===== config.mk =====
export PLATFORM = sky130hd
export DESIGN_NAME = osc_trim_ctrl
export DESIGN_NICKNAME = d
export VERILOG_FILES = /design/src/rtl/osc_trim_pkg.sv /design/src/rtl/ref_window_gen.sv /design/src/rtl/free_counter.sv /design/src/rtl/trim_stepper.sv /design/src/rtl/osc_trim_ctrl.sv
export SDC_FILE = /design/constraint.sdc
export NUM_CORES = 1
export LEC_CHECK = 0
export BUFFER_PORTS_ARGS = -buffer_cell sky130_fd_sc_hd__buf_2
export CAP_MARGIN = 20
export CORE_MARGIN = 8
export CORE_UTILIZATION = 43
export CTS_BUF_LIST = sky130_fd_sc_hd__clkbuf_4 sky130_fd_sc_hd__clkbuf_8
export DETAILED_ROUTE_END_ITERATION = 16
export HOLD_SLACK_MARGIN = 0.12
export PLACE_DENSITY_LB_ADDON = 0.3
export SLEW_MARGIN = 40
export SYNTH_ARGS = -nofsm -noshare
export SYNTH_HDL_FRONTEND = slang
export SYNTH_HIERARCHICAL = 1
export SYNTH_SLANG_ARGS = --single-unit

===== constraint.sdc =====
create_clock -name clk -period 11.2 [get_ports clk]
set_input_delay 3.36 -clock clk [delete_from_list [all_inputs] [get_ports clk]]
set_output_delay 3.36 -clock clk [all_outputs]
set_load 0.1 [all_outputs]

===== src/rtl/osc_trim_pkg.sv =====
package osc_trim_pkg;
  typedef enum logic [1:0] {
    ST_IDLE   = 2'd0,
    ST_ARM    = 2'd1,
    ST_TRACK  = 2'd2,
    ST_LOCKED = 2'd3
  } trim_state_t;
endpackage


===== src/rtl/ref_window_gen.sv =====
// Synchronises the reference and emits one pulse per REF_DIV reference rises.
module ref_window_gen #(
  parameter int SYNC_STAGES = 2,
  parameter int REF_DIV     = 4
) (
  input  logic clk,
  input  logic rst,
  input  logic ref_in,
  output logic win_pulse
);
  localparam int DIV_W = (REF_DIV > 1) ? $clog2(REF_DIV) : 1;
  localparam logic [DIV_W-1:0] DIV_LAST = DIV_W'(REF_DIV - 1);

  logic [SYNC_STAGES-1:0] sync_q;
  logic                   last_q;
  logic [DIV_W-1:0]       div_q;
  logic                   rise;

  generate
    for (genvar i = 0; i < SYNC_STAGES; i++) begin : g_sync
      if (i == 0) begin : g_first
        always_ff @(posedge clk) begin
          if (rst) sync_q[0] <= 1'b0;
          else     sync_q[0] <= ref_in;
        end
      end else begin : g_next
        always_ff @(posedge clk) begin
          if (rst) sync_q[i] <= 1'b0;
          else     sync_q[i] <= sync_q[i-1];
        end
      end
    end
  endgenerate

  assign rise      = sync_q[SYNC_STAGES-1] & ~last_q;
  assign win_pulse = rise && (div_q == DIV_LAST);

  always_ff @(posedge clk) begin
    if (rst) begin
      last_q <= 1'b0;
      div_q  <= '0;
    end else begin
      last_q <= sync_q[SYNC_STAGES-1];
      if (rise) div_q <= (div_q == DIV_LAST) ? '0 : div_q + 1'b1;
    end
  end

  // a window boundary is a single-cycle event
  p_pulse_gap_r2: assert property (@(posedge clk) disable iff (rst)
    win_pulse |=> !win_pulse);
endmodule


===== src/rtl/free_counter.sv =====
// Free-running cycle counter, never cleared except by reset.
module free_counter #(
  parameter int CNT_W = 16
) (
  input  logic             clk,
  input  logic             rst,
  input  logic             en,
  output logic [CNT_W-1:0] cnt
);
  always_ff @(posedge clk) begin
    if (rst)     cnt <= '0;
    else if (en) cnt <= cnt + 1'b1;
  end

  // counter is frozen while calibration is not running
  p_hold_when_off_r7: assert property (@(posedge clk) disable iff (rst)
    !en |=> $stable(cnt));
endmodule


===== src/rtl/trim_stepper.sv =====
// Window evaluation and saturating one-step trim adjustment.
module trim_stepper import osc_trim_pkg::*; #(
  parameter int CNT_W     = 16,
  parameter int TRIM_W    = 8,
  parameter int TARGET    = 250,
  parameter int TRIM_INIT = 128
) (
  input  logic              clk,
  input  logic              rst,
  input  logic              start,
  input  logic              win_pulse,
  input  logic [CNT_W-1:0]  cnt,
  output logic [TRIM_W-1:0] trim_code,
  output logic              locked,
  output logic              count_en
);
  localparam logic [CNT_W-1:0]  TARGET_C = CNT_W'(TARGET);
  localparam logic [TRIM_W-1:0] TRIM_MAX = '1;
  localparam logic [TRIM_W-1:0] TRIM_MIN = '0;
  localparam logic [TRIM_W-1:0] TRIM_RST = TRIM_W'(TRIM_INIT);

  trim_state_t      state_q;
  logic [CNT_W-1:0] prev_q;
  logic [CNT_W-1:0] span;

  assign span     = cnt - prev_q;
  assign count_en = (state_q == ST_ARM) || (state_q == ST_TRACK);

  always_ff @(posedge clk) begin
    if (rst) begin
      state_q   <= ST_IDLE;
      prev_q    <= '0;
      trim_code <= TRIM_RST;
      locked    <= 1'b0;
    end else begin
      case (state_q)
        ST_IDLE: begin
          if (start) state_q <= ST_ARM;
        end
        ST_LOCKED: begin
          if (start) begin
            state_q <= ST_ARM;
            locked  <= 1'b0;
          end
        end
        ST_ARM: begin
          if (win_pulse) begin
            prev_q  <= cnt;
            state_q <= ST_TRACK;
          end
        end
        ST_TRACK: begin
          if (win_pulse) begin
            prev_q <= cnt;
            if (span < TARGET_C) begin
              if (trim_code != TRIM_MAX) trim_code <= trim_code + 1'b1;
            end else if (span > TARGET_C) begin
              if (trim_code != TRIM_MIN) trim_code <= trim_code - 1'b1;
            end else begin
              locked  <= 1'b1;
              state_q <= ST_LOCKED;
            end
          end
        end
        default: state_q <= ST_IDLE;
      endcase
    end
  end

  // the code moves only on a window boundary
  p_step_on_window_r5: assert property (@(posedge clk) disable iff (rst)
    !win_pulse |=> $stable(trim_code));
  // the arming boundary never moves the code
  p_first_no_step_r3: assert property (@(posedge clk) disable iff (rst)
    (state_q == ST_ARM) |=> $stable(trim_code));
  // lock holds code and flag until a restart
  p_locked_hold_r7: assert property (@(posedge clk) disable iff (rst)
    (locked && !start) |=> (locked && $stable(trim_code)));
  // lock rises only on a window boundary
  p_lock_on_window_r7: assert property (@(posedge clk) disable iff (rst)
    $rose(locked) |-> $past(win_pulse));
  // no wrap at either end
  p_no_wrap_top_r8: assert property (@(posedge clk) disable iff (rst)
    (trim_code == TRIM_MAX) |=> (trim_code != TRIM_MIN));
  p_no_wrap_bottom_r8: assert property (@(posedge clk) disable iff (rst)
    (trim_code == TRIM_MIN) |=> (trim_code != TRIM_MAX));
endmodule


===== src/rtl/osc_trim_ctrl.sv =====
module osc_trim_ctrl #(
  parameter int CNT_W       = 16,
  parameter int TRIM_W      = 8,
  parameter int TARGET      = 250,
  parameter int TRIM_INIT   = 128,
  parameter int REF_DIV     = 4,
  parameter int SYNC_STAGES = 2
) (
  input  logic              clk,
  input  logic              rst,
  input  logic              ref_in,
  input  logic              start,
  output logic [TRIM_W-1:0] trim_code,
  output logic              locked
);
  logic             win_pulse;
  logic             count_en;
  logic [CNT_W-1:0] cnt;

  ref_window_gen #(.SYNC_STAGES(SYNC_STAGES), .REF_DIV(REF_DIV)) u_window (
    .clk(clk), .rst(rst), .ref_in(ref_in), .win_pulse(win_pulse)
  );

  free_counter #(.CNT_W(CNT_W)) u_counter (
    .clk(clk), .rst(rst), .en(count_en), .cnt(cnt)
  );

  trim_stepper #(.CNT_W(CNT_W), .TRIM_W(TRIM_W), .TARGET(TARGET),
                 .TRIM_INIT(TRIM_INIT)) u_stepper (
    .clk(clk), .rst(rst), .start(start), .win_pulse(win_pulse), .cnt(cnt),
    .trim_code(trim_code), .locked(locked), .count_en(count_en)
  );
endmodule


==> results of run 1 <==
==> per-stage QoR <==
stage	utilization, %	worst slack, ns	area [um^2]	total power [uW]	instances
finish	47.18	6.507	3422	462.6	504
global route	47.18	6.146	3422	493.4	504
CTS	47.18	6.538	3422	464.6	504
detailed placement	46.06	6.593	3341	362.5	497
global placement	46.02	6.757	3338	355.8	497
floorplan	-	6.811	3212	331.1	398
==> per-layer routing <==
metal / GRT usage [%] / wire [um] / vias to the layer above
li1: - / - / 1411
met3: 2.180 / 163 / 4
met1: 16.90 / 3205 / 1288
met4: 4.402 / 72 / 0
met2: 22.98 / 3122 / 23
met5: 0 / 0 / -
==> kinds of logic (layout without fill, tap and decap cells) <==
| logic type | count (synthesis) | in the layout | share of synthesized area, % |
|---|---|---|---|
| flip-flops | 48 | 48 | 29.92 |
| adder cells (fa/ha/maj) | 28 | 28 | 11.38 |
| multiplexers | 9 | 9 | 3.311 |
| XOR/XNOR | 25 | 25 | 6.817 |
| AND/OR/NAND/NOR | 159 | 159 | 25.75 |
| AO/OA/AOI/OAI | 91 | 91 | 17.88 |
| buffers and inverters | 38 | 45 | 4.947 |
==> sequential cells by signal, indices dropped and copies added (netlist names) <==
| signal | flops |
|---|---|
| u_window/last_q | 1 |
| u_stepper/prev_q | 16 |
| u_stepper/state_q | 2 |
| u_stepper/trim_code | 8 |
| u_window/div_q | 2 |
| u_stepper/locked | 1 |
| u_window/sync_q | 2 |
| u_counter/cnt | 16 |
==> power groups by stage <==
stage	Sequential [uW]	Clock, uW	Combinational [uW]
final	186	100	177
after global routing	187	110	196
after CTS	186	104	175
after detailed placement	190	0	172
after global placement	190	0	166
after floorplan	188	0	143
==> area by class of cell <==
class	count	area [um^2]
Multi-Input combinational cell	312	2095
Fill cell	739	3831
Sequential cell	48	960.9
Inverter	25	93.84
Clock inverter	2	12.51
Tap cell	99	123.9
Clock buffer	5	68.82
Timing Repair Buffer	13	67.56
==> path summary, 6_finish.rpt <==
check                                end  cells after the start
hold / removal        u_window/sync_q[1]                      1
setup reg to reg  u_stepper/trim_code[7]                     19
hold reg to reg       u_window/sync_q[1]                      1
setup / recovery  u_stepper/trim_code[7]                     19
==> cell usage in the layout (no fill, tap or decap), drive strengths merged, types with 2 or more instances in the layout <==
cell / synthesis / layout
a2111oi: 3 / 3
a211oi: 3 / 3
a21o: 7 / 7
a21oi: 45 / 45
a31oi: 3 / 3
and3: 2 / 2
buf: 4 / 13
clkbuf: 9 / 5
dfxtp: 48 / 48
fa: 2 / 2
ha: 26 / 26
inv: 25 / 25
mux2: 3 / 3
mux2i: 6 / 6
nand2: 53 / 53
nand2b: 3 / 3
nand3: 11 / 11
nand4: 10 / 10
nor2: 35 / 35
nor2b: 11 / 11
nor3: 14 / 14
nor3b: 2 / 2
nor4: 7 / 7
o2111ai: 3 / 3
o21a: 4 / 4
o21ai: 16 / 16
o21bai: 2 / 2
or2: 2 / 2
or4: 2 / 2
xnor2: 17 / 17
xor2: 8 / 8
==> results.md, run 1 <==
* Ratio of cells with drive above 1 in the final layout at 10.12%
* Endpoints failing hold at 0
* List of cells traversed by the critical path: inv_1 > ha_1 > inv_1 > fa_1 > nand3_1 > a21oi_1 > o21ai_1 > a21o_1 > a2111oi_0 > o2111ai_2 > nand2b_1 > ha_1 > a21o_1 > a21oi_1 > o21bai_1 > a21oi_1 > o21ai_0 > mux2i_4 > mux2i_1
* Critical R2R Launch: u_counter/cnt[0]
* Slew headroom at 53.20%
* Fin Setup TNS at 0 ns
* Synthesized instance count at 398
* Horizontal die dimension at 102.4 um
* Starting DRC count in detailed routing at 170
* Register area share after synthesis at 29.92%
* Global-route total usage across every layer at 13.52%
* Detail-routed via count per cell at 5.409
* Final antenna-violating net count at 0
* Number of antenna violations at the first check in global routing at 0
* WP data arrival at 4.89 ns
* Worst clock skew at 0.003055 ns
* Worst hold path type: flop to flop
* Syn avg cell area at 8.070 um^2
* Global-route wire length before repair at 11.67 mm
* Placeable core region at 0.007253 mm^2
* Most instantiated library cell after synthesis: sky130_fd_sc_hd__nand2_1
* Post-layout nets at 437
* Total setup violations reported at the end of the flow at 0
* Port Buf Inserts at 12
* Number of gates given a new drive strength after cts at 0
* R2r setup slk at 6.51 ns
* Source of the critical timing path: u_counter/cnt[0]
* Overflow left after global routing at 0
* CTS sink count at 48
* Initial Utilization at 44.28%
* Average wire per standard cell at 13.02 um
* Maximum VDD drop at 0.00005962 V
* Reg power frac at 40.2%
* Clock buffers created by TritonCTS at 5
* Crit path required time at 11.40 ns
* CP startpoint kind: flop
* Top cells by count, synth: sky130_fd_sc_hd__nand2_1, sky130_fd_sc_hd__dfxtp_1, sky130_fd_sc_hd__a21oi_1
* Number of distinct library cell variants in the gate-level netlist after synthesis at 61
* Hold buffers post-CTS at 0
* Clock-pin slew on the worst setup and hold paths at 0.09 ns
* Via count of the routed design at 2726
* Setup repair after global routing missed its margin: false
* FMAX at 213.1 MHz
* Maximum number of pins on one net before global-route repair at 54
* Area grow syn2layout at 6.545%
* Total number of H-tree levels at 2
* Cell leakage power at 0.001350 uW
* Proportion of total power due to net switching at 36.62%
* Area of the die at 0.01049 mm^2
* Dominant register cell in the synthesized netlist: sky130_fd_sc_hd__dfxtp_1
* Setup repair bufs after CTS at 0
* Critical path buffer and inverter count at 2
* Worst hold path startpoint: u_window/sync_q[0]
* Number of flops mapped to enable cells by yosys at 0
* #FFs+latches synth at 48
* Clock power share at 21.6%
* Number of DRC violations after detailed routing at 0
* Clock latency reported for the late side of the worst-skew pair at 0.30 ns
* Warning count from the yosys run at 6
* Final Slew Violations at 0
* Wire length reported by the detailed router at 6.563 mm
* Cell family with most CP delay: compound AO/OA/AOI/OAI gates
* Cell with the largest stage delay on the worst path: sky130_fd_sc_hd__a2111oi_0
* Top area cells in the synthesized netlist: sky130_fd_sc_hd__dfxtp_1, sky130_fd_sc_hd__ha_1, sky130_fd_sc_hd__a21oi_1
* Status: finished, final reports clean
* Clk buf depth at 2
* Combinational group share of total power at 38.2%
* Power Internal at 293.2 uW
* Max-cap violations at 0
* Maximum fanout along the worst path at 7
* Post-route worst hold slack at 0.4407 ns
* Ys async rst share at 0%
* Post-synth top area share at 29.92%
* Clock Tree Root: sky130_fd_sc_hd__clkbuf_8
* Number of antenna repair diodes at 0
* Critical path start-end classification: flop to flop
* Via count of the first global-routing pass at 2588
* Die outline height at 102.4 um
* PwrDens at 135.2 mW/mm^2
* Cell seen most often among critical-path stages: sky130_fd_sc_hd__a21oi_1
* Number of nets produced by synthesis at 430
* Worst Max-Slew Pin Slew at 0.6988 ns
* Final period utilization at 41.90%
* Cell type contributing the most total cell area after synthesis: sky130_fd_sc_hd__dfxtp_1
* Post-Syn Area at 0.003212 mm^2
* Time the worst path needs with I/O delays and setup at 4.693 ns
* Critical path endpoint category: flop
* Largest incremental delay on the critical path at 0.54 ns
* Clock tree from TritonCTS: yes
* Placer Congestion at 0.7974
* Power spent charging and discharging nets at 169.4 uW
* Number of top-level design ports at 13
* DP HPWL at 4.823 mm
* Count of standard-cell rows at 31
* First-pass detailed-route iteration total at 4
Power figures use the tool's default switching activity.
==> inputs of run 2 (changes only) <==
==> constraint.sdc (replaced) <==
create_clock -name clk -period 4.6 [get_ports clk]
set_input_delay 1.38 -clock clk [delete_from_list [all_inputs] [get_ports clk]]
set_output_delay 1.38 -clock clk [all_outputs]
set_load 0.1 [all_outputs]
==> results.md, run 2 (synthesis gave the netlist of run 1 again) <==
* Top library cells by usage in the layout, fill and taps aside: sky130_fd_sc_hd__nand2_1, sky130_fd_sc_hd__dfxtp_1, sky130_fd_sc_hd__a21oi_1 (unchanged)
* Hold buffers post-CTS at 0 (unchanged)
* Via count of the first global-routing pass at 2556 (was 2588)
* Largest incremental delay on the critical path at 0.55 ns (was 0.54 ns)
* Most frequent standard cell in the layout excluding fill and tap cells: sky130_fd_sc_hd__nand2_1 (unchanged)
* Ratio of cells with drive above 1 in the final layout at 12.14% (was 10.12%)
* Combinational group share of total power at 39.5% (was 38.2%)
* Setup repair bufs after CTS at 0 (unchanged)
* Total number of H-tree levels at 2 (unchanged)
* Placer Congestion at 0.8564 (was 0.7974)
* Final antenna-violating net count at 0 (unchanged)
* Power spent charging and discharging nets at 405.1 uW (was 169.4 uW)
* Placeable core region at 0.007253 mm^2 (unchanged)
* Overflow left after global routing at 0 (unchanged)
* Worst slack at placement at 0.2988 ns (was 6.593 ns)
* Worst clock skew at 0.004924 ns (was 0.003055 ns)
* Final Util at 48.16% (was 47.18%)
* Critical path start-end classification: flop to flop (unchanged)
* Global-route wire length before repair at 11.43 mm (was 11.67 mm)
* Average wire per standard cell at 12.81 um (was 13.02 um)
* List of cells traversed by the critical path: ha_1 > a21o_1 > a21oi_2 > a211oi_1 > or4_4 > a32oi_2 > o2111ai_2 > nand2b_2 > ha_1 > a21o_1 > a21oi_1 > o21bai_1 > a21oi_1 > o21ai_0 > mux2i_4 > mux2i_1 (was inv_1 > ha_1 > inv_1 > fa_1 > nand3_1 > a21oi_1 > o21ai_1 > a21o_1 > a2111oi_0 > o2111ai_2 > nand2b_1 > ha_1 > a21o_1 > a21oi_1 > o21bai_1 > a21oi_1 > o21ai_0 > mux2i_4 > mux2i_1)
* Worst hold path type: flop to flop (unchanged)
* Critical R2R Launch: u_counter/cnt[3] (was u_counter/cnt[0])
* Starting DRC count in detailed routing at 120 (was 170)
* Reg power frac at 38.1% (was 40.2%)
* Endpoints failing hold at 0 (unchanged)
* Critical path endpoint category: flop (unchanged)
* R2r setup slk at 0.29 ns (was 6.51 ns)
* Total setup violations reported at the end of the flow at 0 (unchanged)
* CP startpoint kind: flop (unchanged)
* FMAX at 232.1 MHz (was 213.1 MHz)
* Status: finished, final reports clean (unchanged)
* Maximum VDD drop at 0.0001713 V (was 0.00005962 V)
* Number of DRC violations after detailed routing at 0 (unchanged)
* Worst Max-Slew Pin Slew at 0.6220 ns (was 0.6988 ns)
* Cell with the largest stage delay on the worst path: sky130_fd_sc_hd__or4_4 (was sky130_fd_sc_hd__a2111oi_0)
* Clock-pin slew on the worst setup and hold paths at 0.09 ns (about the same)
* Count of standard-cell rows at 31 (unchanged)
* Maximum fanout along the worst path at 6 (was 7)
* Clock latency reported for the late side of the worst-skew pair at 0.29 ns (was 0.30 ns)
* Final worst setup slack at 0.2906 ns (was 6.507 ns)
* Area grow syn2layout at 8.765% (was 6.545%)
* Wire length reported by the detailed router at 6.547 mm (was 6.563 mm)
* Largest registers: u_counter/cnt x16, u_stepper/prev_q x16, u_stepper/trim_code x8 (unchanged)
* Global-route total usage across every layer at 13.29% (was 13.52%)
* Maximum number of pins on one net before global-route repair at 54 (unchanged)
* Final Slew Violations at 0 (unchanged)
* Final period utilization at 93.68% (was 41.90%)
* Critical Path End: u_stepper/trim_code[7] (unchanged)
* Source of the critical timing path: u_counter/cnt[3] (was u_counter/cnt[0])
* PwrDens at 334.3 mW/mm^2 (was 135.2 mW/mm^2)
* Clk buf depth at 2 (unchanged)
* Detail-routed via count per cell at 5.278 (was 5.409)
* Initial Utilization at 44.28% (unchanged)
* Post-layout nets at 443 (was 437)
* Time the worst path needs with I/O delays and setup at 4.309 ns (was 4.693 ns)
* Slew headroom at 58.43% (was 53.20%)
* Cell leakage power at 0.001399 uW (was 0.001350 uW)
* Worst flop-to-flop path endpoint: u_stepper/trim_code[7] (unchanged)
* WP data arrival at 4.49 ns (was 4.89 ns)
* Clock tree from TritonCTS: yes (unchanged)
* Die outline height at 102.4 um (unchanged)
* Area of the die at 0.01049 mm^2 (unchanged)
* Power Internal at 762.7 uW (was 293.2 uW)
* CTS sink count at 48 (unchanged)
* Clock Tree Root: sky130_fd_sc_hd__clkbuf_8 (unchanged)
* Port Buf Inserts at 12 (unchanged)
* Depth of the worst register-to-register path at 16 (was 19)
* Crit path required time at 4.78 ns (was 11.40 ns)
* First-pass detailed-route iteration total at 4 (unchanged)
* Number of antenna repair diodes at 0 (unchanged)
* DP HPWL at 4.771 mm (was 4.823 mm)
* Horizontal die dimension at 102.4 um (unchanged)
* Clock power share at 22.4% (was 21.6%)
* Via count of the routed design at 2697 (was 2726)
* Clock buffers created by TritonCTS at 5 (unchanged)
* Number of top-level design ports at 13 (unchanged)
* Max-cap violations at 0 (unchanged)
* Layout filler cell count at 704 (was 739)
* Number of antenna violations at the first check in global routing at 0 (unchanged)
* Proportion of total power due to net switching at 34.69% (was 36.62%)
-- run 2: cell count changes in the layout (fill, tap and decap cells not counted), sizes merged --
cell,delta
clkinvlp,-1
clkinv,+1
clkbuf,+1
buf,+6
-- run 2: worst min-delay path by stage --
stage / start / slack (ns) / to / cells past startpoint
finish: u_window/sync_q[0] / 0.44 / u_window/sync_q[1] / 1
global route: u_window/sync_q[0] / 0.48 / u_window/sync_q[1] / 1
CTS: u_window/sync_q[0] / 0.46 / u_window/sync_q[1] / 1
detailed placement: u_window/sync_q[0] / 0.43 / u_window/sync_q[1] / 1
global placement: u_window/sync_q[0] / 0.42 / u_window/sync_q[1] / 1
floorplan: u_window/sync_q[0] / 0.41 / u_window/sync_q[1] / 1
-- run 2: area by class of cell --
| type | instances | area (um^2) | share of cell area (%) |
|---|---|---|---|
| flip-flops and latches | 48 | 960.9 | 27.51 |
| well taps | 99 | 123.9 | 3.546 |
| repair buffers | 19 | 115.1 | 3.295 |
| inverters | 25 | 93.84 | 2.686 |
| multi-input cells | 312 | 2107 | 60.32 |
| clock buffers | 6 | 82.58 | 2.364 |
| clock inverters | 2 | 10.01 | 0.2865 |
-- run 2: layer usage --
layer / wire, um / part of all wire, % / up-vias / global-route usage, %
met5: 0 / 0 / - / 0
met1: 3187 / 49 / 1243 / 16.33
met3: 119 / 1.8 / 7 / 2.180
met4: 74 / 1.1 / 0 / 4.289
met2: 3165 / 48 / 22 / 22.93
li1: - / - / 1425 / -
-- run 2: timing repair --
action	CTS	global route
endpoints found under the setup margin	0	2
endpoints found under the hold margin	0	0
resized for setup	0	4
-- run 2: through the flow --
stage	area, um^2	hold slack, ns	cells	TNS [ns]	power (uW)
6_report	3493	0.4439	511	0	1168
5_1_grt	3493	0.4799	511	-0.004559	1263
3_5_place_dp	3386	0.4319	503	0	907.4
2_1_floorplan	3212	0.4138	398	0	806.2
4_1_cts	3478	0.4550	511	0	1172
3_3_place_gp	3383	0.4220	503	0	894.8
-- run 2: power by group through the flow --
stage	Combinational (uW)	Clock (uW)	Sequential [uW]
3_3_place_gp	441	0	454
4_1_cts	454	273	445
2_1_floorplan	348	0	458
3_5_place_dp	453	0	455
6_report	462	261	445
5_1_grt	522	294	447
-- run 2: critical path: cells and delay by family (launching register included) --
| kind | cells | cell delay [ns] |
|---|---|---|
| AO/OA/AOI/OAI | 10 | 1.92 |
| AND/OR/NAND/NOR | 2 | 0.85 |
| flip-flops | 1 | 0.44 |
| adder cells (fa/ha/maj) | 2 | 0.62 |
| multiplexers | 2 | 0.37 |
